<file path="src/rtl/ppg_pkg.sv">
package ppg_pkg;
   // Limits used by the elaboration checks of the generator.
   localparam int unsigned PPG_MAX_STAGES = 32;
   localparam int unsigned PPG_MAX_PEND_W = 8;

   // Weight of one skip at a stage, in input periods.
   function automatic int unsigned ppg_stage_weight(input int unsigned stage);
      return 32'd1 << stage;
   endfunction
endpackage

</file>
<file path="src/rtl/ppg_skip_gate.sv">
module ppg_skip_gate #(
   parameter int unsigned PEND_W = 2
) (
   input  logic clk,
   input  logic rst,
   input  logic pulse_i,
   input  logic req_i,
   output logic pulse_o
);
   localparam logic [PEND_W-1:0] PEND_MAX = {PEND_W{1'b1}};

   logic [PEND_W-1:0] pend_q;
   logic [PEND_W-1:0] pend_mid;
   logic [PEND_W-1:0] pend_d;
   logic              take;

   assign take    = pulse_i && (pend_q != '0);
   assign pulse_o = pulse_i && (pend_q == '0);

   always_comb begin
      pend_mid = take ? pend_q - 1'b1 : pend_q;
      pend_d   = pend_mid;
      if (req_i && (pend_mid != PEND_MAX)) begin
         pend_d = pend_mid + 1'b1;
      end
   end

   always_ff @(posedge clk) begin
      if (rst) begin
         pend_q <= '0;
      end else begin
         pend_q <= pend_d;
      end
   end


   skip_consume_chk: assert property (@(posedge clk) disable iff (rst)
      (pulse_i && (pend_q != '0) && !req_i) |=> (pend_q == $past(pend_q) - 1'b1));


   skip_hold_chk: assert property (@(posedge clk) disable iff (rst)
      (!pulse_i && !req_i) |=> $stable(pend_q));
endmodule

</file>
<file path="src/rtl/ppg_toggle_stage.sv">
module ppg_toggle_stage (
   input  logic clk,
   input  logic rst,
   input  logic pulse_i,
   output logic carry_o
);
   logic state_q;

   assign carry_o = pulse_i && state_q;

   always_ff @(posedge clk) begin
      if (rst) begin
         state_q <= 1'b0;
      end else if (pulse_i) begin
         state_q <= ~state_q;
      end
   end


   toggle_flip_chk: assert property (@(posedge clk) disable iff (rst)
      pulse_i |=> (state_q != $past(state_q)));


   toggle_idle_chk: assert property (@(posedge clk) disable iff (rst)
      !pulse_i |=> $stable(state_q));
endmodule

</file>
<file path="src/rtl/phase_pulse_gen.sv">
module phase_pulse_gen #(
   parameter int unsigned STAGES = 10,
   parameter int unsigned PEND_W = 2
) (
   input  logic              clk,
   input  logic              rst,
   input  logic              pulse_in,
   input  logic              load,
   input  logic [STAGES-1:0] phase_word,
   output logic              pulse_out
);
   import ppg_pkg::*;

   localparam int unsigned LAST = STAGES - 1;

   if (STAGES < 1 || STAGES > PPG_MAX_STAGES) begin : g_bad_stages
      $error("phase_pulse_gen: STAGES out of range");
   end
   if (PEND_W < 1 || PEND_W > PPG_MAX_PEND_W) begin : g_bad_pend
      $error("phase_pulse_gen: PEND_W out of range");
   end

   logic [STAGES:0]   link;
   logic [STAGES-1:0] gated;
   logic              out_q;

   assign link[0] = pulse_in;

   for (genvar k = 0; k < STAGES; k++) begin : g_stage
      ppg_skip_gate #(.PEND_W(PEND_W)) gate_i (
         .clk     (clk),
         .rst     (rst),
         .pulse_i (link[k]),
         .req_i   (load && phase_word[k]),
         .pulse_o (gated[k])
      );
      ppg_toggle_stage tff_i (
         .clk     (clk),
         .rst     (rst),
         .pulse_i (gated[k]),
         .carry_o (link[k+1])
      );
   end

   always_ff @(posedge clk) begin
      if (rst) begin
         out_q <= 1'b0;
      end else begin
         out_q <= link[LAST+1];
      end
   end

   assign pulse_out = out_q;


   out_single_chk: assert property (@(posedge clk) disable iff (rst)
      pulse_out |=> !pulse_out);


   out_needs_in_chk: assert property (@(posedge clk) disable iff (rst)
      !pulse_in |=> !pulse_out);
endmodule

</file>
<file path="config.mk">
export PLATFORM = sky130hd
export DESIGN_NAME = phase_pulse_gen
export DESIGN_NICKNAME = d
export VERILOG_FILES = /design/src/rtl/ppg_pkg.sv /design/src/rtl/ppg_skip_gate.sv /design/src/rtl/ppg_toggle_stage.sv /design/src/rtl/phase_pulse_gen.sv
export SDC_FILE = /design/constraint.sdc
export NUM_CORES = 1
export LEC_CHECK = 0
export ABC_CLOCK_PERIOD_IN_PS = 14100
export BUFFER_PORTS_ARGS = -buffer_cell sky130_fd_sc_hd__buf_4
export CAP_MARGIN = 20
export CORE_MARGIN = 10
export CORE_UTILIZATION = 60
export CTS_CLUSTER_DIAMETER = 150
export CTS_CLUSTER_SIZE = 25
export DETAILED_ROUTE_END_ITERATION = 7
export GPL_TIMING_DRIVEN = 0
export HOLD_SLACK_MARGIN = 0.08
export PLACE_DENSITY = 0.79
export REMOVE_ABC_BUFFERS = 1
export SYNTH_ARGS = -nofsm -noshare
export SYNTH_HDL_FRONTEND = slang
export SYNTH_HIERARCHICAL = 1
export SYNTH_SLANG_ARGS = --single-unit
</file>
<file path="constraint.sdc">
create_clock -name clk -period 14.1 [get_ports clk]
set_input_delay 2.82 -clock clk [delete_from_list [all_inputs] [get_ports clk]]
set_output_delay 2.82 -clock clk [all_outputs]
set_load 0.05 [all_outputs]
</file>
==> results.tsv, run 1 <==
metric	value	unit
# clock sinks	31	
worst hold path startpoint	g_stage[4].tff_i/state_q	
worst slew pin tran	0.468	ns
cell count after synthesis	232	
final setup TNS	0	ns
Synth top cells by count	31 x dfxtp_1, 30 x nor2_1	
placer congestion estimate	0.744	
Worst setup EP type	flop	
Worst path top cell family by delay	simple AND/OR/NAND/NOR gates	
layout cells sized above 1	32.0	%
postcts setup bufs	0	
final hold viol count	0	
crit path time final	7.55	ns
Row Count	22	
Critical-path top delay cell	mux2_4	
unrepaired setup endpoints after global routing	no	
Die Y	80.9	microns
Pleak	1.17	nW
Cell Area, Synth	2230	sq um
Top cell by count, worst path	and2_2	
Die W	80.9	microns
Final Util	68.3	%
Buf/Inv on CP	1	
ys flop type	dfxtp_1	
max-cap viol count	0	
PD cells	91.3	nW/um^2
core area	3630	sq um
CTS H-tree depth	2	
Area Growth Syn to Fin	11.3	%
WP data arrival	7.72	ns
Post-DRT Antenna Nets	0	
worst r2r src	g_stage[0].gate_i/pend_q[0]	
post-synth cell types	15	
most frequent cell after synthesis	dfxtp_1	
total die area	6550	sq um
Layout Skew	0.00441	ns
Max Root-Sink Buffers	2	
WL/cell	10.2	microns
DRC violations left	0	
Req. time, crit path	14.27	ns
fin crit share	53.5	%
Critical Path Fanout Max	4	
Post-synth EDFFs	0	
#FFs+latches synth	31	
synth warn	6	
dpl hpwl	2300	microns
asr flop ratio synth	0	%
Slew headroom	68.8	%
Max Slew Vio Count	0	
fmax	132	MHz
initial detailed-routing violation count	29	
Clk Latency, worst-skew pair	0.28	ns
vias in the first global route	1400	
fillers	318	
Overflow after GRT	0	
Initial Utilization	61.3	%
TritonCTS buffer count	5	
worst hold-check path type	flop to flop	
fin cells	301	
Post-CTS Hold Buffers	0	
Pre-Repair DR Iteration Count	4	
final setup fails	0	
Setup crit start kind	input pin	
synthesized area per cell	9.61	sq um
outcome	complete, no violations	
nets	287	
routed wire length	3080	microns
CP peak stage delay	0.26	ns
Synth area leader	dfxtp_1	
DR vias	1475	
placed insts	294	
CP Class	input pin to flop	
diode count	0	
gr usage total	10.7	%
CTS resizes	0	
register area share after synthesis	27.8	%
largest net degree at the start of global routing	42	
CTS tree	done	
Synth top area share	27.8	%
first-pass GRT wire length	5570	microns
PortBufs	14	
IO Pins	15	
initial antenna violation count	0	
clock slew seen by the registers of the worst setup and hold paths	0.06	ns
Peak supply drop	0.0542	mV
CP Launch Point	pulse_in	
top cells by area, synth	dfxtp_1 28%, ha_1 11%, xnor2_2 7.3%	
detail-routed via count per cell	4.90	
root buffer cell	clkbuf_8	
hold_ws	0.510	ns
==> final cells by class <==
cell class                      instances  area (sq um)  area share, %
Inverter                               20          75.1           3.03
Timing Repair Buffer                   14           105           4.24
Clock buffer                            6          82.6           3.33
Tap cell                               48          60.1           2.42
Multi-Input combinational cell        181          1530           61.8
Sequential cell                        31           621           25.0
Clock inverter                          1          5.00          0.202
==> cell families after synthesis <==
kind of cell	synth area share, %
fa+ha+maj	11.2
compound gates	6.74
simple gates	32.8
xor+xnor	11.2
flops	27.8
buf+inv	3.37
mux	6.74
==> layer usage <==
| metal | vias up | part of all wire, % | global-route usage [%] |
|---|---|---|---|
| li1 | 786 | - | - |
| met1 | 663 | 48 | 12.7 |
| met2 | 18 | 46 | 16.7 |
| met3 | 8 | 2.9 | 2.65 |
| met4 | 0 | 2.9 | 7.27 |
| met5 | - | 0 | 0 |
==> state kept, by name (all words and copies together), names as in the netlist <==
register and flops:
pulse_out 1, g_stage.tff_i/state_q 10, g_stage.gate_i/pend_q 20
==> through the flow <==
stage               power [mW]  area, sq um  setup slack [ns]
finish                   0.227         2480              6.55
detailed placement       0.159         2390              6.23
CTS                      0.230         2480              6.52
global placement         0.156         2390              6.26
global route             0.241         2480              6.32
floorplan                0.147         2230              6.57
==> worst min-delay path, cell delays in order, from the launching register on <==
cell and delay [ns]:
dfxtp_1 0.34, xnor2_1 0.07, nor2_1 0.07
==> power by group <==
| part | internal [mW] | switching [mW] | leakage [nW] | total (mW) |
|---|---|---|---|---|
| Sequential | 0.0948 | 0.00475 | 0.254 | 0.0995 |
| Clock | 0.0382 | 0.0319 | 0.0470 | 0.0701 |
| Combinational | 0.0325 | 0.0244 | 0.868 | 0.0569 |
==> placed cells by master (no fill, tap or decap), drive strengths merged <==
master  instances
a311oi         10
and2           30
buf            14
clkbuf          6
clkinv          1
dfxtp          31
ha             20
inv            20
mux2           10
nand2          20
nand2b         20
nor2           30
nor2b          11
or2            10
xnor2          20
==> path summary, 6_finish.rpt <==
check                           slack [ns]  cells past startpoint                     endpoint
worst max-delay path                  6.55                     26  g_stage[9].gate_i/pend_q[0]
worst min-delay path                  0.51                      2     g_stage[4].tff_i/state_q
worst max register to register        8.58                     27  g_stage[9].gate_i/pend_q[0]
worst min register to register        0.51                      2     g_stage[4].tff_i/state_q
(Power assumes the default switching activity.)
==> run 2, diff against run 1 <==
--- a/config.mk
+++ b/config.mk
@@ -5,7 +5,8 @@
 export SDC_FILE = /design/constraint.sdc
 export NUM_CORES = 1
 export LEC_CHECK = 0
-export ABC_CLOCK_PERIOD_IN_PS = 14100
+export ABC_AREA = 1
+export ABC_CLOCK_PERIOD_IN_PS = 7050
 export BUFFER_PORTS_ARGS = -buffer_cell sky130_fd_sc_hd__buf_4
 export CAP_MARGIN = 20
 export CORE_MARGIN = 10
==> constraint.sdc (replaced) <==
create_clock -name clk -period 7.05 [get_ports clk]
set_input_delay 1.41 -clock clk [delete_from_list [all_inputs] [get_ports clk]]
set_output_delay 1.41 -clock clk [all_outputs]
set_load 0.05 [all_outputs]
==> run 2 against run 1 <==
Against the previous run:
- sequential cell count unchanged
- routed wire length increased by 21%
- cell area increased by 2.8%
- worst setup slack got worse by 4.7 ns
- sequential power increased by 93%
- combinational power increased by 75%
- via count increased by 37%
- critical path type unchanged
- largest cell class unchanged
==> results.tsv, run 2 <==
metric	value	unit	change
outcome	complete, no violations		unchanged
worst slew pin tran	0.238	ns	was 0.468 ns
hold_ws	0.490	ns	was 0.510 ns
crit path time final	5.15	ns	
CP Class	input pin to flop		unchanged
Req. time, crit path	7.23	ns	was 14.27 ns
Reg power frac	40.6	%	was 43.9%
CTS H-tree depth	2		unchanged
Top cell by count, worst path	nand2_1		was and2_2
Synth top cells by count	111 x inv_1, 100 x nand2_1, 40 x nand3_1		was 31 x dfxtp_1, 30 x nor2_1
dpl hpwl	2900	microns	was 2300 microns
postcts setup bufs	0		unchanged
Max Root-Sink Buffers	2		unchanged
Post-DRT Antenna Nets	0		unchanged
Layout Skew	0.00621	ns	was 0.00441 ns
detail-routed via count per cell	4.47		was 4.90
Initial Utilization	62.2	%	was 61.3%
final setup TNS	0	ns	unchanged
gr usage total	12.1	%	was 10.7%
Internal Power	0.339	mW	was 0.166 mW
clock slew seen by the registers of the worst setup and hold paths	0.07	ns	was 0.06 ns
routed wire length	3720	microns	was 3080 microns
placer congestion estimate	0.780		was 0.744
Clk Latency, worst-skew pair	0.28	ns	about the same
DR vias	2027		was 1,475
Die Y	81.6	microns	was 80.9 microns
max reg flops	20		unchanged
# clock sinks	31		unchanged
post-synth cell types	11		was 15
Setup crit start kind	input pin		unchanged
nets	438		was 287
initial detailed-routing violation count	89		was 29
core area	3660	sq um	was 3630 sq um
Critical-path top delay cell	ha_1		was mux2_4
#FFs+latches synth	31		unchanged
ys flop type	dfxtp_1		unchanged
Buf/Inv on CP	21		was 1
Synth top area share	27.2	%	was 27.8%
Logic pwr share	21.1	%	was 25.1%
initial antenna violation count	0		unchanged
Worst setup EP type	flop		unchanged
PortBufs	14		unchanged
CP peak stage delay	0.19	ns	was 0.26 ns
most frequent cells in the layout	111 x inv_1, 100 x nand2_1, 40 x nand3_1, 31 x nor2_1, 31 x dfxtp_1		was 31 x dfxtp_1, 30 x nor2_1
worst hold-check path type	flop to flop		unchanged
synth warn	6		unchanged
max-cap viol count	0		unchanged
most frequent cell after synthesis	inv_1		was dfxtp_1
WP data arrival	5.33	ns	was 7.72 ns
CTS tree	done		unchanged
fin crit share	73.1	%	
Pleak	1.68	nW	was 1.17 nW
layout cells sized above 1	12.8	%	was 32.0%
Row Count	22		unchanged
Post-synth EDFFs	0		unchanged
Sw Ratio	28.3	%	was 26.9%
first-pass GRT wire length	6490	microns	was 5570 microns
Cell Area, Synth	2280	sq um	was 2230 sq um
PD cells	185	nW/um^2	was 91.3 nW/um^2
final setup fails	0		unchanged
CTS resizes	0		unchanged
synthesized area per cell	5.93	sq um	was 9.61 sq um
register with the most flip-flops	g_stage.gate_i/pend_q		unchanged
WL/cell	8.20	microns	was 10.2 microns
TritonCTS buffer count	5		unchanged
largest net degree at the start of global routing	22		was 42
Critical Path Fanout Max	5		was 4
DRC violations left	0		unchanged
clock network fraction of total power	38.3	%	was 30.9%
Post-CTS Hold Buffers	0		unchanged
total die area	6660	sq um	was 6550 sq um
Max Slew Vio Count	0		unchanged
Area Growth Syn to Fin	11.9	%	was 11.3%
unrepaired setup endpoints after global routing	no		unchanged
Peak supply drop	0.126	mV	was 0.0542 mV
fmax	194	MHz	
cell count after synthesis	384		was 232
Slew headroom	84.1	%	was 68.8%
vias in the first global route	1682		was 1,400
Worst path top cell family by delay	buffers and inverters		was simple AND/OR/NAND/NOR gates
Overflow after GRT	0		unchanged
IO Pins	15		unchanged
asr flop ratio synth	0	%	unchanged
commonest non-fill, non-tap cell in the layout	inv_1		was dfxtp_1
diode count	0		unchanged
root buffer cell	clkbuf_8		unchanged
top cells by area, synth	dfxtp_1 27%, inv_1 18%, nand2_1 16%		was dfxtp_1 28%, ha_1 11%, xnor2_2 7.3%
Die W	81.6	microns	was 80.9 microns
Pre-Repair DR Iteration Count	4		unchanged
sw power	0.133	mW	was 0.0610 mW
fillers	323		was 318
final hold viol count	0		unchanged
Synth area leader	dfxtp_1		unchanged
register area share after synthesis	27.2	%	was 27.8%
## run 2: cell types whose count changed after synthesis, moves of 11 or more
cell	before	now
and2_2	20	0
inv_1	20	111
nand3_1	0	40
nor2b_1	11	0
nand2_2	0	20
nand2_1	20	100
## run 2: area by class of cell
class,count,area [sq um],area share [%]
clock inverter,2,35.0,1.37
clock buffer,6,82.6,3.24
multi-input combinational,241,1230,48.2
timing repair buffer,14,105,4.12
sequential,31,621,24.3
tap,48,60.1,2.36
inverter,111,417,16.3
## run 2: worst reg2reg max path: cells and delay by family, from the launching register on
| kind | cells | cell delay, ns |
|---|---|---|
| buffers and inverters | 21 | 2.02 |
| DFF | 1 | 0.32 |
| adders and majority gates | 2 | 0.36 |
| and+or+nand+nor | 25 | 1.67 |
## run 2: per-layer routing
| layer | share of wire (%) | global-route usage, % | vias up | routed length, microns |
|---|---|---|---|---|
| li1 | - | - | 1164 | - |
| met4 | 0.89 | 4.59 | 0 | 33 |
| met2 | 45 | 19.3 | 35 | 1680 |
| met3 | 4.6 | 4.26 | 2 | 170 |
| met1 | 49 | 14.7 | 826 | 1830 |
| met5 | 0 | 0 | - | 0 |
## run 2: cell families (layout without fill, tap and decap cells)
group,Yosys count,count (layout),share of synthesized area [%]
AND/OR/NAND/NOR,201,201,38.6
buffers and inverters,112,133,18.8
flip-flops,31,31,27.2
adder cells (fa/ha/maj),20,20,11.0
AO/OA/AOI/OAI,20,20,4.39
## run 2: power by group through the flow
stage | Clock, mW | Combinational, mW | Sequential [mW]
floorplan | 0 | 0.0762 | 0.195
global placement | 0 | 0.0933 | 0.195
detailed placement | 0 | 0.0993 | 0.196
CTS | 0.185 | 0.0995 | 0.192
global route | 0.196 | 0.117 | 0.193
finish | 0.181 | 0.0994 | 0.192
## run 2: metrics by stage
stage | utilization, % | setup slack [ns] | std cells | power [mW] | cell area, sq um
floorplan | - | 2.23 | 383 | 0.271 | 2270
global placement | 66.4 | 1.67 | 445 | 0.289 | 2430
detailed placement | 66.4 | 1.61 | 445 | 0.295 | 2430
CTS | 69.7 | 1.88 | 453 | 0.477 | 2550
global route | 69.7 | 1.21 | 453 | 0.506 | 2550
finish | 69.7 | 1.90 | 453 | 0.472 | 2550
## run 2: path summary, 6_finish.rpt
kind	cells past startpoint	start	slack (ns)	endpoint
worst max-delay path	47	pulse_in	1.90	g_stage[9].gate_i/pend_q[0]
worst min register to register	2	g_stage[7].tff_i/state_q	0.49	g_stage[7].tff_i/state_q
worst max register to register	48	g_stage[0].gate_i/pend_q[0]	2.57	g_stage[9].gate_i/pend_q[0]
worst min-delay path	2	g_stage[7].tff_i/state_q	0.49	g_stage[7].tff_i/state_q
